### src/rtl/prf_pkg.sv
package prf_pkg;

  typedef enum logic [1:0] {
    ST_HUNT = 2'd0,
    ST_LEN  = 2'd1,
    ST_BODY = 2'd2,
    ST_CRC  = 2'd3
  } prf_state_e;

  typedef enum logic [1:0] {
    AF_ANY   = 2'd0,
    AF_EXACT = 2'd1,
    AF_ZERO  = 2'd2,
    AF_BOTH  = 2'd3
  } prf_afmode_e;

endpackage

### src/rtl/prf_sync_hunt.sv
module prf_sync_hunt #(
  parameter int SYNC_MAX = 32,
  parameter int LEN_W    = 6,
  parameter int MIN_LEN  = 8
) (
  input  logic                clk,
  input  logic                rst,
  input  logic                bit_in,
  input  logic                bit_vld,
  input  logic                arm,
  input  logic [SYNC_MAX-1:0] word,
  input  logic [LEN_W-1:0]    len,
  output logic                hit
);

  localparam int CNT_W = $clog2(SYNC_MAX + 1);

  logic [SYNC_MAX-1:0] sr_q;
  logic [SYNC_MAX-1:0] sr_nxt;
  logic [SYNC_MAX-1:0] mask;
  logic [CNT_W-1:0]    cnt_q;
  logic [CNT_W-1:0]    eff_len;
  logic                filled;

  always_comb begin
    if (int'(len) < MIN_LEN)       eff_len = CNT_W'(MIN_LEN);
    else if (int'(len) > SYNC_MAX) eff_len = CNT_W'(SYNC_MAX);
    else                           eff_len = CNT_W'(len);
  end

  for (genvar g = 0; g < SYNC_MAX; g++) begin : g_mask
    assign mask[g] = (g < int'(eff_len));
  end

  assign sr_nxt = {sr_q[SYNC_MAX-2:0], bit_in};
  assign filled = (int'(cnt_q) + 1 >= int'(eff_len));
  assign hit    = arm & bit_vld & filled & (((sr_nxt ^ word) & mask) == '0);

  always_ff @(posedge clk) begin
    if (rst) begin
      sr_q  <= '0;
      cnt_q <= '0;
    end else if (!arm) begin
      cnt_q <= '0;
    end else if (bit_vld) begin
      sr_q <= sr_nxt;
      if (int'(cnt_q) < SYNC_MAX) cnt_q <= cnt_q + 1'b1;
    end
  end

endmodule

### src/rtl/prf_crc_ser.sv
module prf_crc_ser #(
  parameter int           W    = 16,
  parameter logic [W-1:0] POLY = 16'h1021,
  parameter logic [W-1:0] INIT = 16'hFFFF
) (
  input  logic clk,
  input  logic rst,
  input  logic load,
  input  logic en,
  input  logic bit_in,
  output logic zero_nxt
);

  logic [W-1:0] crc_q;
  logic [W-1:0] crc_nxt;
  logic         fb;

  assign fb       = crc_q[W-1] ^ bit_in;
  assign crc_nxt  = {crc_q[W-2:0], 1'b0} ^ (fb ? POLY : '0);
  assign zero_nxt = (crc_nxt == '0);

  always_ff @(posedge clk) begin
    if (rst)       crc_q <= INIT;
    else if (load) crc_q <= INIT;
    else if (en)   crc_q <= crc_nxt;
  end

endmodule

### src/rtl/prf_addr_filter.sv
module prf_addr_filter #(
  parameter int AW = 8
) (
  input  logic [AW-1:0]       addr,
  input  logic [AW-1:0]       node,
  input  prf_pkg::prf_afmode_e mode,
  output logic                accept
);

  logic is_node;
  logic is_zero;
  logic is_ones;

  assign is_node = (addr == node);
  assign is_zero = (addr == '0);
  assign is_ones = &addr;

  always_comb begin
    unique case (mode)
      prf_pkg::AF_ANY:   accept = 1'b1;
      prf_pkg::AF_EXACT: accept = is_node;
      prf_pkg::AF_ZERO:  accept = is_node | is_zero;
      default:           accept = is_node | is_zero | is_ones;
    endcase
  end

endmodule

### src/rtl/pkt_rx_framer.sv
module pkt_rx_framer #(
  parameter int              SYNC_MAX = 32,
  parameter int              LEN_W    = 6,
  parameter int              BYTE_W   = 8,
  parameter int              CRC_W    = 16,
  parameter logic [CRC_W-1:0] CRC_POLY = 16'h1021,
  parameter logic [CRC_W-1:0] CRC_INIT = 16'hFFFF
) (
  input  logic                clk,
  input  logic                rst,
  input  logic                bit_in,
  input  logic                bit_vld,
  input  logic [SYNC_MAX-1:0] cfg_sync_word,
  input  logic [LEN_W-1:0]    cfg_sync_len,
  input  logic [BYTE_W-1:0]   cfg_node_addr,
  input  logic [1:0]          cfg_addr_mode,
  input  logic                cfg_manual_fill,
  input  logic                cfg_fill_on,
  input  logic                cfg_discard_bad,
  output logic                start_det_p,
  output logic                addr_match_p,
  output logic                fifo_wr_en,
  output logic [BYTE_W-1:0]   fifo_wr_data,
  output logic                fifo_discard,
  output logic                data_rdy_p,
  output logic                crc_err_p
);

  import prf_pkg::*;

  localparam int BC_W  = $clog2(BYTE_W);
  localparam int CRC_C = $clog2(CRC_W);
  localparam int CNT_W = (CRC_C > BC_W) ? CRC_C : BC_W;

  prf_state_e          state_q;
  logic [CNT_W-1:0]    bitcnt_q;
  logic [BYTE_W-2:0]   sh_q;
  logic [BYTE_W-1:0]   byte_nxt;
  logic [BYTE_W-1:0]   remain_q;
  logic                first_q;
  logic                byte_done;
  logic                crc_done;
  logic                sync_hit;
  logic                addr_ok;
  logic                crc_zero;
  logic                crc_load;
  logic                crc_en;
  logic                fill_en;

  assign byte_nxt  = {sh_q, bit_in};
  assign byte_done = (bitcnt_q[BC_W-1:0] == '1);
  assign crc_done  = (int'(bitcnt_q) == CRC_W - 1);
  assign fill_en   = ~cfg_manual_fill | cfg_fill_on;
  assign crc_load  = bit_vld && (state_q == ST_LEN) && byte_done;
  assign crc_en    = bit_vld && ((state_q == ST_BODY) || (state_q == ST_CRC));

  prf_sync_hunt #(
    .SYNC_MAX (SYNC_MAX),
    .LEN_W    (LEN_W),
    .MIN_LEN  (8)
  ) hunt_i (
    .clk     (clk),
    .rst     (rst),
    .bit_in  (bit_in),
    .bit_vld (bit_vld),
    .arm     (state_q == ST_HUNT),
    .word    (cfg_sync_word),
    .len     (cfg_sync_len),
    .hit     (sync_hit)
  );

  prf_crc_ser #(
    .W    (CRC_W),
    .POLY (CRC_POLY),
    .INIT (CRC_INIT)
  ) crc_i (
    .clk      (clk),
    .rst      (rst),
    .load     (crc_load),
    .en       (crc_en),
    .bit_in   (bit_in),
    .zero_nxt (crc_zero)
  );

  prf_addr_filter #(
    .AW (BYTE_W)
  ) filt_i (
    .addr   (byte_nxt),
    .node   (cfg_node_addr),
    .mode   (prf_afmode_e'(cfg_addr_mode)),
    .accept (addr_ok)
  );

  always_ff @(posedge clk) begin
    if (rst) begin
      state_q      <= ST_HUNT;
      bitcnt_q     <= '0;
      sh_q         <= '0;
      remain_q     <= '0;
      first_q      <= 1'b0;
      start_det_p  <= 1'b0;
      addr_match_p <= 1'b0;
      fifo_wr_en   <= 1'b0;
      fifo_wr_data <= '0;
      fifo_discard <= 1'b0;
      data_rdy_p   <= 1'b0;
      crc_err_p    <= 1'b0;
    end else begin
      start_det_p  <= 1'b0;
      addr_match_p <= 1'b0;
      fifo_wr_en   <= 1'b0;
      fifo_discard <= 1'b0;
      data_rdy_p   <= 1'b0;
      crc_err_p    <= 1'b0;
      if (bit_vld) begin
        unique case (state_q)
          ST_HUNT: begin
            if (sync_hit) begin
              state_q     <= ST_LEN;
              bitcnt_q    <= '0;
              start_det_p <= 1'b1;
            end
          end
          ST_LEN: begin
            sh_q     <= byte_nxt[BYTE_W-2:0];
            bitcnt_q <= bitcnt_q + 1'b1;
            if (byte_done) begin
              bitcnt_q <= '0;
              first_q  <= 1'b1;
              remain_q <= byte_nxt;
              state_q  <= (byte_nxt == '0) ? ST_HUNT : ST_BODY;
            end
          end
          ST_BODY: begin
            sh_q     <= byte_nxt[BYTE_W-2:0];
            bitcnt_q <= bitcnt_q + 1'b1;
            if (byte_done) begin
              bitcnt_q <= '0;
              first_q  <= 1'b0;
              if (first_q && !addr_ok) begin
                state_q <= ST_HUNT;
              end else begin
                addr_match_p <= first_q;
                if (fill_en) begin
                  fifo_wr_en   <= 1'b1;
                  fifo_wr_data <= byte_nxt;
                end
                remain_q <= remain_q - 1'b1;
                if (remain_q == BYTE_W'(1)) state_q <= ST_CRC;
              end
            end
          end
          default: begin
            bitcnt_q <= bitcnt_q + 1'b1;
            if (crc_done) begin
              bitcnt_q     <= '0;
              state_q      <= ST_HUNT;
              data_rdy_p   <= crc_zero;
              crc_err_p    <= ~crc_zero;
              fifo_discard <= ~crc_zero & cfg_discard_bad;
            end
          end
        endcase
      end
    end
  end

endmodule

### config.mk
export PLATFORM = sky130hd
export DESIGN_NAME = pkt_rx_framer
export DESIGN_NICKNAME = d
export VERILOG_FILES = /design/src/rtl/prf_pkg.sv /design/src/rtl/prf_sync_hunt.sv /design/src/rtl/prf_crc_ser.sv /design/src/rtl/prf_addr_filter.sv /design/src/rtl/pkt_rx_framer.sv
export SDC_FILE = /design/constraint.sdc
export NUM_CORES = 1
export LEC_CHECK = 0
export BUFFER_PORTS_ARGS = -buffer_cell sky130_fd_sc_hd__buf_2
export CORE_ASPECT_RATIO = 1.25
export CORE_UTILIZATION = 60
export DETAILED_ROUTE_END_ITERATION = 8
export PLACE_DENSITY = 0.9
export SLEW_MARGIN = 20
export SYNTH_ARGS = -nofsm -noshare
export SYNTH_HDL_FRONTEND = slang
export SYNTH_SLANG_ARGS = --single-unit
### constraint.sdc
create_clock -name clk -period 7.9 [get_ports clk]
set_input_delay 1.58 -clock clk [delete_from_list [all_inputs] [get_ports clk]]
set_output_delay 1.58 -clock clk [all_outputs]
set_load 0.01 [all_outputs]
Word level (Yosys, flattened, before mapping)
Index checks and enable logic that the tools add are counted.
{ "word_totals": {"ff_bits": 89, "in_bits": 55, "output_inout_bits": 14, "wordCells": 141} }
{ "op_classes": {"n_addsub": 4, "order_cmp": 36, "eq_ne": 14, "mux": 25, "bitwise": 19, "n_reduce_logical": 28} }
{ "ops": {"columns": ["operator", "n"], "rows": [
  ["$lt 5x6->1 const A", 16],
  ["$lt 4x6->1 const A", 8],
  ["$and 32x32->32", 1],
  ["$ge 32x7->1", 1],
  ["$logic_not 32->1", 1],
  ["$xor 32x32->32", 1],
  ["$lt 3x6->1 const A", 4],
  ["$mux 8", 3],
  ["$logic_not 16->1", 1],
  ["$pmux 8 s2", 1],
  ["$xor 16x16->16", 1],
  ["$mux 2", 7],
  ["$mux 13", 1],
  ["$lt 1x6->1 const A", 2],
  ["$lt 2x6->1 const A", 2],
  ["$mux 4", 3],
  ["$mux 6", 2],
  ["$reduce_and 5->1", 2],
  ["$eq 8x1->1 const B", 1],
  ["$eq 8x8->1", 1],
  ["$logic_not 8->1", 1],
  ["$ne 2x2->1 const B", 4],
  ["$not 1->1", 8],
  ["$pmux 4 s2", 1],
  ["other kinds (33)", 53]
]} }

Longest topological paths before layout
Gate-level depths: netlist of the first run.
{ "logic_depth": {"depth_word": 9, "ltp_mapped": 12, "depth_no_buf": 11} }

Cells and area by module
From an unflattened synthesis of the first run, not the netlist that was laid out.
{ "unflattened": {"hier_cells": 583, "hier_area_um2": 4697.0} }
{ "by_module_without_submodules": {"columns": ["mod", "n_inst", "cells_per_inst", "area_each_um2", "seq_area_each_um2"], "rows": [
  ["prf_sync_hunt", 1, 286, 2154.6, 740.7],
  ["pkt_rx_framer", 1, 213, 1757.9, 720.7],
  ["prf_crc_ser", 1, 65, 638.1, 320.3],
  ["prf_addr_filter", 1, 19, 146.4, 0.0]
]} }

Worst setup path after synthesis of the first run
OpenSTA, ideal clock, no wires.
{ "synth_timing": {"kind": "input -> register", "start": "in cfg_sync_len[3]", "end": "reg bitcnt_q[0]", "setup_time_ps": 121, "arrival_time_ps": 3820, "required_time_ps": 7779, "path_slack_ps": 3958, "path_stages": 12, "n_path_buf": 1, "path_cell_list": "clkbuf_1 > nor2_1 > nor2_1 > and2_1 > ha_1 > nand2b_1 > a2111oi_0 > o21ba_2 > a211oi_1 > a41oi_2 > nand2b_4 > mux2_4"} }
{ "synth_between": {"elab_chain_len": 9, "word_cells_on_any_way": 43, "cone_classes": "order compare: 35; eq/ne: 1; mux: 2; bitwise: 3; reduce/logical: 2"} }
{ "synth_lines": {"columns": ["item", "line", "text"], "rows": [
  ["start: declaration", "pkt_rx_framer.sv:14", "input logic [LEN_W-1:0] cfg_sync_len,"],
  ["$gt 6x6->1", "prf_sync_hunt.sv:27", "else if (int'(len) > SYNC_MAX) eff_len = CNT_W'(SYNC_MAX);"],
  ["$mux 6", "prf_sync_hunt.sv:27", null],
  ["$mux 6 (*)", "prf_sync_hunt.sv:26", "if (int'(len) < MIN_LEN) eff_len = CNT_W'(MIN_LEN);"],
  ["parallel branches: the longest is 3 deep, another holds $ge 32x7->1", null, null],
  ["$and 1x1->1 (*)", "prf_sync_hunt.sv:37", "assign hit = arm & bit_vld & filled & (((sr_nxt ^ word) & mask) == '0);"],
  ["$ne 2x2->1 (no source line) (*)", null, null],
  ["$reduce_and 2->1 (no source line) (*)", null, null],
  ["end signal: assignment", "pkt_rx_framer.sv:126", "bitcnt_q <= bitcnt_q + 1'b1;"],
  ["end signal: assignment", "pkt_rx_framer.sv:136", "bitcnt_q <= bitcnt_q + 1'b1;"],
  ["end signal: assignment", "pkt_rx_framer.sv:154", "bitcnt_q <= bitcnt_q + 1'b1;"],
  ["end: declaration", "pkt_rx_framer.sv:36", "logic [CNT_W-1:0] bitcnt_q;"]
]} }
Mark *: on every way between the ends.
A chain may end at the register's enable or synchronous reset.

Final worst setup path of the first run
{ "layout_timing": {"start": "in cfg_sync_len[4]", "end": "reg bitcnt_q[0]"} }
The elaborated chain is that of the path after synthesis.

==> results of run 1 <==
[cell usage after synthesis, drive strengths merged (3+ instances only)]
master | number | area, µm²
nor4 | 9 | 56.3
a21oi | 55 | 275
nor2b | 6 | 37.5
xor2 | 30 | 263
o21ai | 16 | 80.1
xnor2 | 22 | 193
nand4 | 6 | 37.5
buf | 8 | 60.1
nor3 | 11 | 60.1
inv | 12 | 45.0
o211ai | 8 | 60.1
nand3 | 24 | 120
clkbuf | 29 | 109
o22ai | 3 | 18.8
and2 | 6 | 37.5
or4 | 4 | 33.8
a31oi | 3 | 18.8
a211oi | 3 | 22.5
a22oi | 5 | 37.5
nand2b | 6 | 45.0
mux2i | 13 | 130
nand2 | 140 | 526
dfxtp | 89 | 1780
nor2 | 39 | 154
ha | 16 | 200
[layer usage]
layer	GRT usage [%]	wire (µm)	part of all wire [%]
met3	4.14	586	5.5
met4	10.3	142	1.3
met1	31.5	4570	43
met2	47.2	5380	50
met5	0	0	0
[cell type report]
class	instances	area (µm²)	area share [%]
Tap cell	92	115	2.20
Inverter	13	48.8	0.932
Multi-Input combinational cell	456	2730	52.2
Sequential cell	89	1780	34.0
Clock buffer	9	124	2.37
Timing Repair Buffer	69	358	6.83
Clock inverter	7	76.3	1.46
[sequential cells by signal, indices dropped and copies added (netlist names), 2 cells and up]
| register | cells |
|---|---|
| hunt_i.sr_q | 31 |
| crc_i.crc_q | 16 |
| fifo_wr_data | 8 |
| remain_q | 8 |
| sh_q | 7 |
| hunt_i.cnt_q | 6 |
| bitcnt_q | 4 |
| state_q | 2 |
[worst max-delay path, cell delays in order]
cell and delay [ns]:
buf_2 0.26, nor2_1 0.07, nor2_1 0.16, and2_1 0.17, ha_1 0.22, nand2b_1 0.14, a2111oi_0 0.46, o21ba_2 0.22
a211oi_1 0.06, a41oi_2 0.29, nand2b_4 0.21, mux2_4 0.29
[power by group]
part / switching, mW / leakage, nW / internal [mW]
registers: 0.00184 / 0.718 / 0.450
clock network: 0.171 / 0.0966 / 0.149
logic: 0.0449 / 1.28 / 0.0291
total: 0.218 / 2.09 / 0.628
[cell families after synthesis]
kind of cell	count (synthesis)	synth area share, %
simple gates	259	24.8
flops	89	37.7
compound gates	114	15.7
xor+xnor	52	9.64
buf+inv	50	4.61
mux	15	3.31
fa+ha+maj	16	4.24
[worst max-delay path by stage]
| stage | endpoint | cells past startpoint |
|---|---|---|
| after floorplan | bitcnt_q[0]$_SDFFE_PP0P_ | 12 |
| after global placement | bitcnt_q[0]$_SDFFE_PP0P_ | 8 |
| after detailed placement | bitcnt_q[0]$_SDFFE_PP0P_ | 8 |
| after CTS | bitcnt_q[0]$_SDFFE_PP0P_ | 8 |
| after global routing | bitcnt_q[0]$_SDFFE_PP0P_ | 12 |
| final | bitcnt_q[0]$_SDFFE_PP0P_ | 12 |
==> results.json, run 1 <==
{
  "start_util_pct": 63.1,
  "syn_area_per_cell_um2": 7.94,
  "worst_pin_slew_ns": 1.00,
  "clk_pin_slew_ns": 0.10,
  "clk_latency_ns": 0.36,
  "die_area_um2": 8230,
  "wl_per_cell_um": 14.5,
  "grt_max_degree": 65,
  "cts_resized": 0,
  "core_um2": 7490,
  "dp.cells": 718,
  "grt_overflow": 0,
  "rsz0062_at_grt": "no",
  "ys_seq_area_share_pct": 37.7,
  "total_power_mw": 0.846,
  "cts_root_buffer": "clkbuf_8",
  "r2r_start": "state_q[0]$_SDFFE_PP0P_",
  "dp_hpwl_um": 7510,
  "drv_cap": 0,
  "ys_seq_elements": 89,
  "hold_buffers": 0,
  "finalSetupViolations": 0,
  "syn-cell-area_um2": 4720,
  "worstSetupStartpointType": "input pin",
  "die-width_um": 81.3,
  "hold_start": "hunt_i.sr_q[0]$_SDFFE_PP0P_",
  "finalMaxSlewViolations": 0,
  "nets": 709,
  "num_vias": 4259,
  "end_kind": "flop",
  "syn2layout_area_growth_pct": 10.9,
  "status": "complete, no violations",
  "post-route-period-util_pct": 49.2,
  "finalHoldViolCount": 0,
  "design_area_um2": 5240,
  "rows": 35,
  "grt_pass1_wl_um": 17100,
  "fp.dieH_um": 101,
  "first_pass_iters": 4,
  "gp_congestion": 0.916,
  "synthFlopType": "dfxtp_1",
  "grt_pass1_vias": 3964,
  "final_util_pct": 69.9,
  "synthCells": 595,
  "fill_cells": 596,
  "hold_class": "flop to flop",
  "viasPerCell": 5.79,
  "port_buffers": 68,
  "required_ns": 8.15,
  "drtIter0Drc": 226,
  "fin_skew_ns": 0.00975,
  "power_density_nw_per_um2": 162,
  "r2r.worst_path.cells": 7,
  "max_freq_ghz": 0.257,
  "place_area_um2": 5010,
  "clock-sinks": 89,
  "synthArstFlopShare_pct": 0,
  "totalWireLength_um": 10700,
  "ir_worst_vdd_uv": 114,
  "finalCriticalPeriod_ns": 3.89,
  "holdWs_ns": 0.483,
  "diodes": 0,
  "cts_buffers": 9,
  "cp_max_fo": 16,
  "ys_types": 59,
  "fin_setup_tns_ns": 0,
  "cts_buffer_depth": 2,
  "track_usage_pct": 26.6,
  "most-common-layout-cells": "nand2_1, dfxtp_1, buf_2",
  "r2r_slack_ns": 4.71,
  "cellLeakagePower_nw": 2.09,
  "critPathKind": "input pin to flop",
  "crit_start": "cfg_sync_len[4]",
  "fin_cells": 735,
  "drive_gt1_share_pct": 15.9,
  "drc": 0,
  "h-tree-depth": 3,
  "yosysWarnings": 0,
  "ios": 69,
  "crit_arrival_ns": 4.14,
  "cts_tree": "built",
  "place_worst_setup_slack_ns": 3.31,
  "cts_setup_buffers": 0,
  "antenna_found_initial": 0,
  "slew_headroom_pct": 33.0,
  "reg2reg_to": "fifo_wr_data[6]$_SDFFE_PP0P_",
  "antenna_left": 0,
  "fin_ws_ns": 4.01,
  "synth_fp_nets": 666,
  "min_to": "hunt_i.sr_q[1]$_SDFFE_PP0P_",
  "whs_path_depth": 2,
  "synth_edf_count": 0,
  "final_common_cell": "nand2_1"
}
Note: power is estimated with default switching activity, not from simulation.
==> inputs of run 2 (changes only) <==
- ABC_AREA: unset -> 1
- CORE_UTILIZATION: 60 -> 52
- PLACE_DENSITY: 0.9 -> 0.83
- clock period: 7.9 -> 3.5 ns (I/O delays scaled with it)
==> run 2 against run 1 <==
Net effect:
- register-to-register slack got worse by 3.7 ns
- critical path depth increased by 4
- flip-flop and latch count did not move
- setup slack got worse by 3.0 ns
- synthesized area increased by 3.7%
- via count rose by 16%
- sequential power increased to 2.6 times the previous value
- die area rose by 19%
- total power rose to 3.2 times the previous value
==> results.json, run 2 <==
{
  "status": "complete, no violations",
  "drive_gt1_share_pct": 14.0,
  "largest_reg_flops": 31,
  "p_switching_mw": 0.786,
  "hold_buffers": 0,
  "cellLeakagePower_nw": 2.67,
  "critPathBufInv": 1,
  "intPower_mw": 1.90,
  "end_kind": "flop",
  "first_pass_iters": 7,
  "yosysWarnings": 0,
  "cts_buffers": 9,
  "antenna_left": 0,
  "synth_edf_count": 0,
  "cp_max_fo": 6,
  "ios": 69,
  "final_common_cell": "nand2_1",
  "clk_latency_ns": 0.35,
  "cts_setup_buffers": 0,
  "totalWireLength_um": 12400,
  "drc": 0,
  "required_ns": 3.74,
  "max_freq_ghz": 0.406,
  "slowest_stage": "dfxtp_1",
  "syn2layout_area_growth_pct": 15.4,
  "power_density_nw_per_um2": 475,
  "crit_arrival_ns": 2.71,
  "nets": 857,
  "synthXorXnorAreaFrac_pct": 6.97,
  "core_um2": 9130,
  "path_cells": "nand3_1 -> nor3_1 -> xor2_1 -> ha_1 -> nand2_1 -> inv_1 -> nor3_1 -> nand3_1 -> nand2_1 -> nor2_2 -> nand3_2 -> nand2_4 -> nand2_2 -> nand2_1 -> nand2_1 -> nor2_1",
  "worst_pin_slew_ns": 0.931,
  "grt_pass1_wl_um": 20300,
  "post-route-period-util_pct": 70.4,
  "slew_headroom_pct": 37.3,
  "h-tree-depth": 3,
  "fin_skew_ns": 0.00434,
  "hold_start": "fifo_wr_data[3]$_SDFFE_PP0P_",
  "critPathKind": "flop to flop",
  "cts_buffer_depth": 2,
  "fp.dieH_um": 111,
  "yosysMostFrequentCell": "nand2_1",
  "most-common-layout-cells": "nand2_1, nor2_1, dfxtp_1",
  "r2r_start": "hunt_i.cnt_q[0]$_SDFFE_PP0P_",
  "grt_max_degree": 48,
  "yosysTopAreaCell": "dfxtp_1",
  "drtIter0Drc": 261,
  "hold_class": "flop to flop",
  "fin_setup_tns_ns": 0,
  "synth_fp_nets": 793,
  "reg_top3": "hunt_i.sr_q (31), crc_i.crc_q (16)",
  "antenna_found_initial": 0,
  "track_usage_pct": 26.4,
  "die_area_um2": 9810,
  "ys_types": 38,
  "finalSetupViolations": 0,
  "synth_fa_ha_area_share_pct": 4.09,
  "max_stage_delay_ns": 0.42,
  "yosys-mux-area-fraction_pct": 0,
  "yosys-top-cells-count": "nand2_1, nor2_1, dfxtp_1",
  "gp_congestion": 0.996,
  "finalMaxSlewViolations": 0,
  "num_vias": 4952,
  "largest_register": "hunt_i.sr_q",
  "ir_worst_vdd_uv": 248,
  "wl_per_cell_um": 13.5,
  "ys_seq_elements": 89,
  "clk_pin_slew_ns": 0.06,
  "port_buffers": 68,
  "synth-simple-area-share_pct": 32.4,
  "cpMostUsedCell": "nand2_1",
  "swShare_pct": 29.3,
  "synthArstFlopShare_pct": 0,
  "syn_area_per_cell_um2": 6.78,
  "clock-sinks": 89,
  "synth_top_family_by_area": "simple AND/OR/NAND/NOR gates",
  "finalCriticalPeriod_ns": 2.46,
  "cts_root_buffer": "clkbuf_16",
  "ys_seq_area_share_pct": 36.4,
  "synthFlopType": "dfxtp_1",
  "rows": 39,
  "diodes": 0,
  "critPathTopFamily": "simple AND/OR/NAND/NOR gates",
  "syn-cell-area_um2": 4900,
  "final_util_pct": 61.9,
  "synth_area_leaders": "dfxtp_1, nand2_1, nor2_1",
  "combPwrFrac_pct": 18.9,
  "grt_overflow": 0,
  "worstSetupStartpointType": "flop",
  "drv_cap": 0,
  "finalHoldViolCount": 0,
  "cts_resized": 0,
  "synth_compound_area_share_pct": 13.2,
  "crit_start": "hunt_i.cnt_q[0]$_SDFFE_PP0P_",
  "die-width_um": 88.8,
  "grt_pass1_vias": 4642,
  "power_frac_seq_pct": 43.3,
  "synthCells": 722,
  "viasPerCell": 5.42,
  "power_frac_clock_pct": 37.8,
  "start_util_pct": 53.7,
  "cts_tree": "built",
  "synth_top_area_share_pct": 36.4,
  "dp_hpwl_um": 9050,
  "rsz0062_at_grt": "no"
}
## run 2: cell types whose count changed after synthesis, moves of 6 or more
cell      change
nand2_2       +6
nor2b_1       -6
a21oi_1      -12
mux2i_1      -13
nor2_1       +81
o21ai_0      +56
nand3_1      +30
inv_1        +49
clkbuf_1     -14
xnor2_1      -10
nor2_2        +6
## run 2: path summary, 6_finish.rpt
| check | to | slack (ns) | cells after the start |
|---|---|---|---|
| worst max register to register | bitcnt_q[3]$_SDFFE_PP0P_ | 1.04 | 16 |
| worst max-delay path | bitcnt_q[3]$_SDFFE_PP0P_ | 1.04 | 16 |
| worst min register to register | fifo_wr_data[3]$_SDFFE_PP0P_ | 0.46 | 2 |
| worst min-delay path | fifo_wr_data[3]$_SDFFE_PP0P_ | 0.46 | 2 |
## run 2: routing by layer
metal  global-route usage, %  part of all wire (%)
met4                    16.5                   4.7
met5                       0                     0
met2                    45.3                    51
met3                    4.86                   5.1
met1                    29.2                    39
## run 2: power by group through the flow
stage	Sequential (mW)	Combinational, mW	Clock (mW)
2_1_floorplan	1.16	0.371	0
3_3_place_gp	1.18	0.480	0
3_5_place_dp	1.18	0.499	0
4_1_cts	1.16	0.505	1.02
5_1_grt	1.17	0.578	1.07
6_report	1.16	0.507	1.01
## run 2: worst min-delay path: stages (launching register included)
cell	delay [ns]
dfxtp_1	0.31
nand2_1	0.06
a21oi_1	0.05
## run 2: cell families after synthesis
family                   after synthesis
XOR/XNOR                              39
AO/OA/AOI/OAI                        125
buffers and inverters                 85
adder cells (fa/ha/maj)               16
flip-flops                            89
AND/OR/NAND/NOR                      368
## run 2: final cells by class
| class | instances | area [µm²] |
|---|---|---|
| Multi-Input combinational cell | 548 | 2780 |
| Fill cell | 806 | 3470 |
| Clock buffer | 13 | 270 |
| Sequential cell | 89 | 1780 |
| Clock inverter | 3 | 47.5 |
| Timing Repair Buffer | 73 | 378 |
| Inverter | 65 | 244 |
| Tap cell | 123 | 154 |
## run 2: metrics by stage
| step | hold WS (ns) | setup WS, ns | cell area, µm² | cells | power [mW] |
|---|---|---|---|---|---|
| after floorplan | 0.435 | 1.18 | 4900 | 722 | 1.53 |
| after detailed placement | 0.452 | 0.828 | 5330 | 898 | 1.68 |
| final | 0.461 | 1.04 | 5650 | 914 | 2.68 |
| after CTS | 0.465 | 1.05 | 5650 | 914 | 2.69 |
| after global placement | 0.447 | 0.936 | 5330 | 898 | 1.66 |
| after global routing | 0.484 | 0.877 | 5650 | 914 | 2.82 |
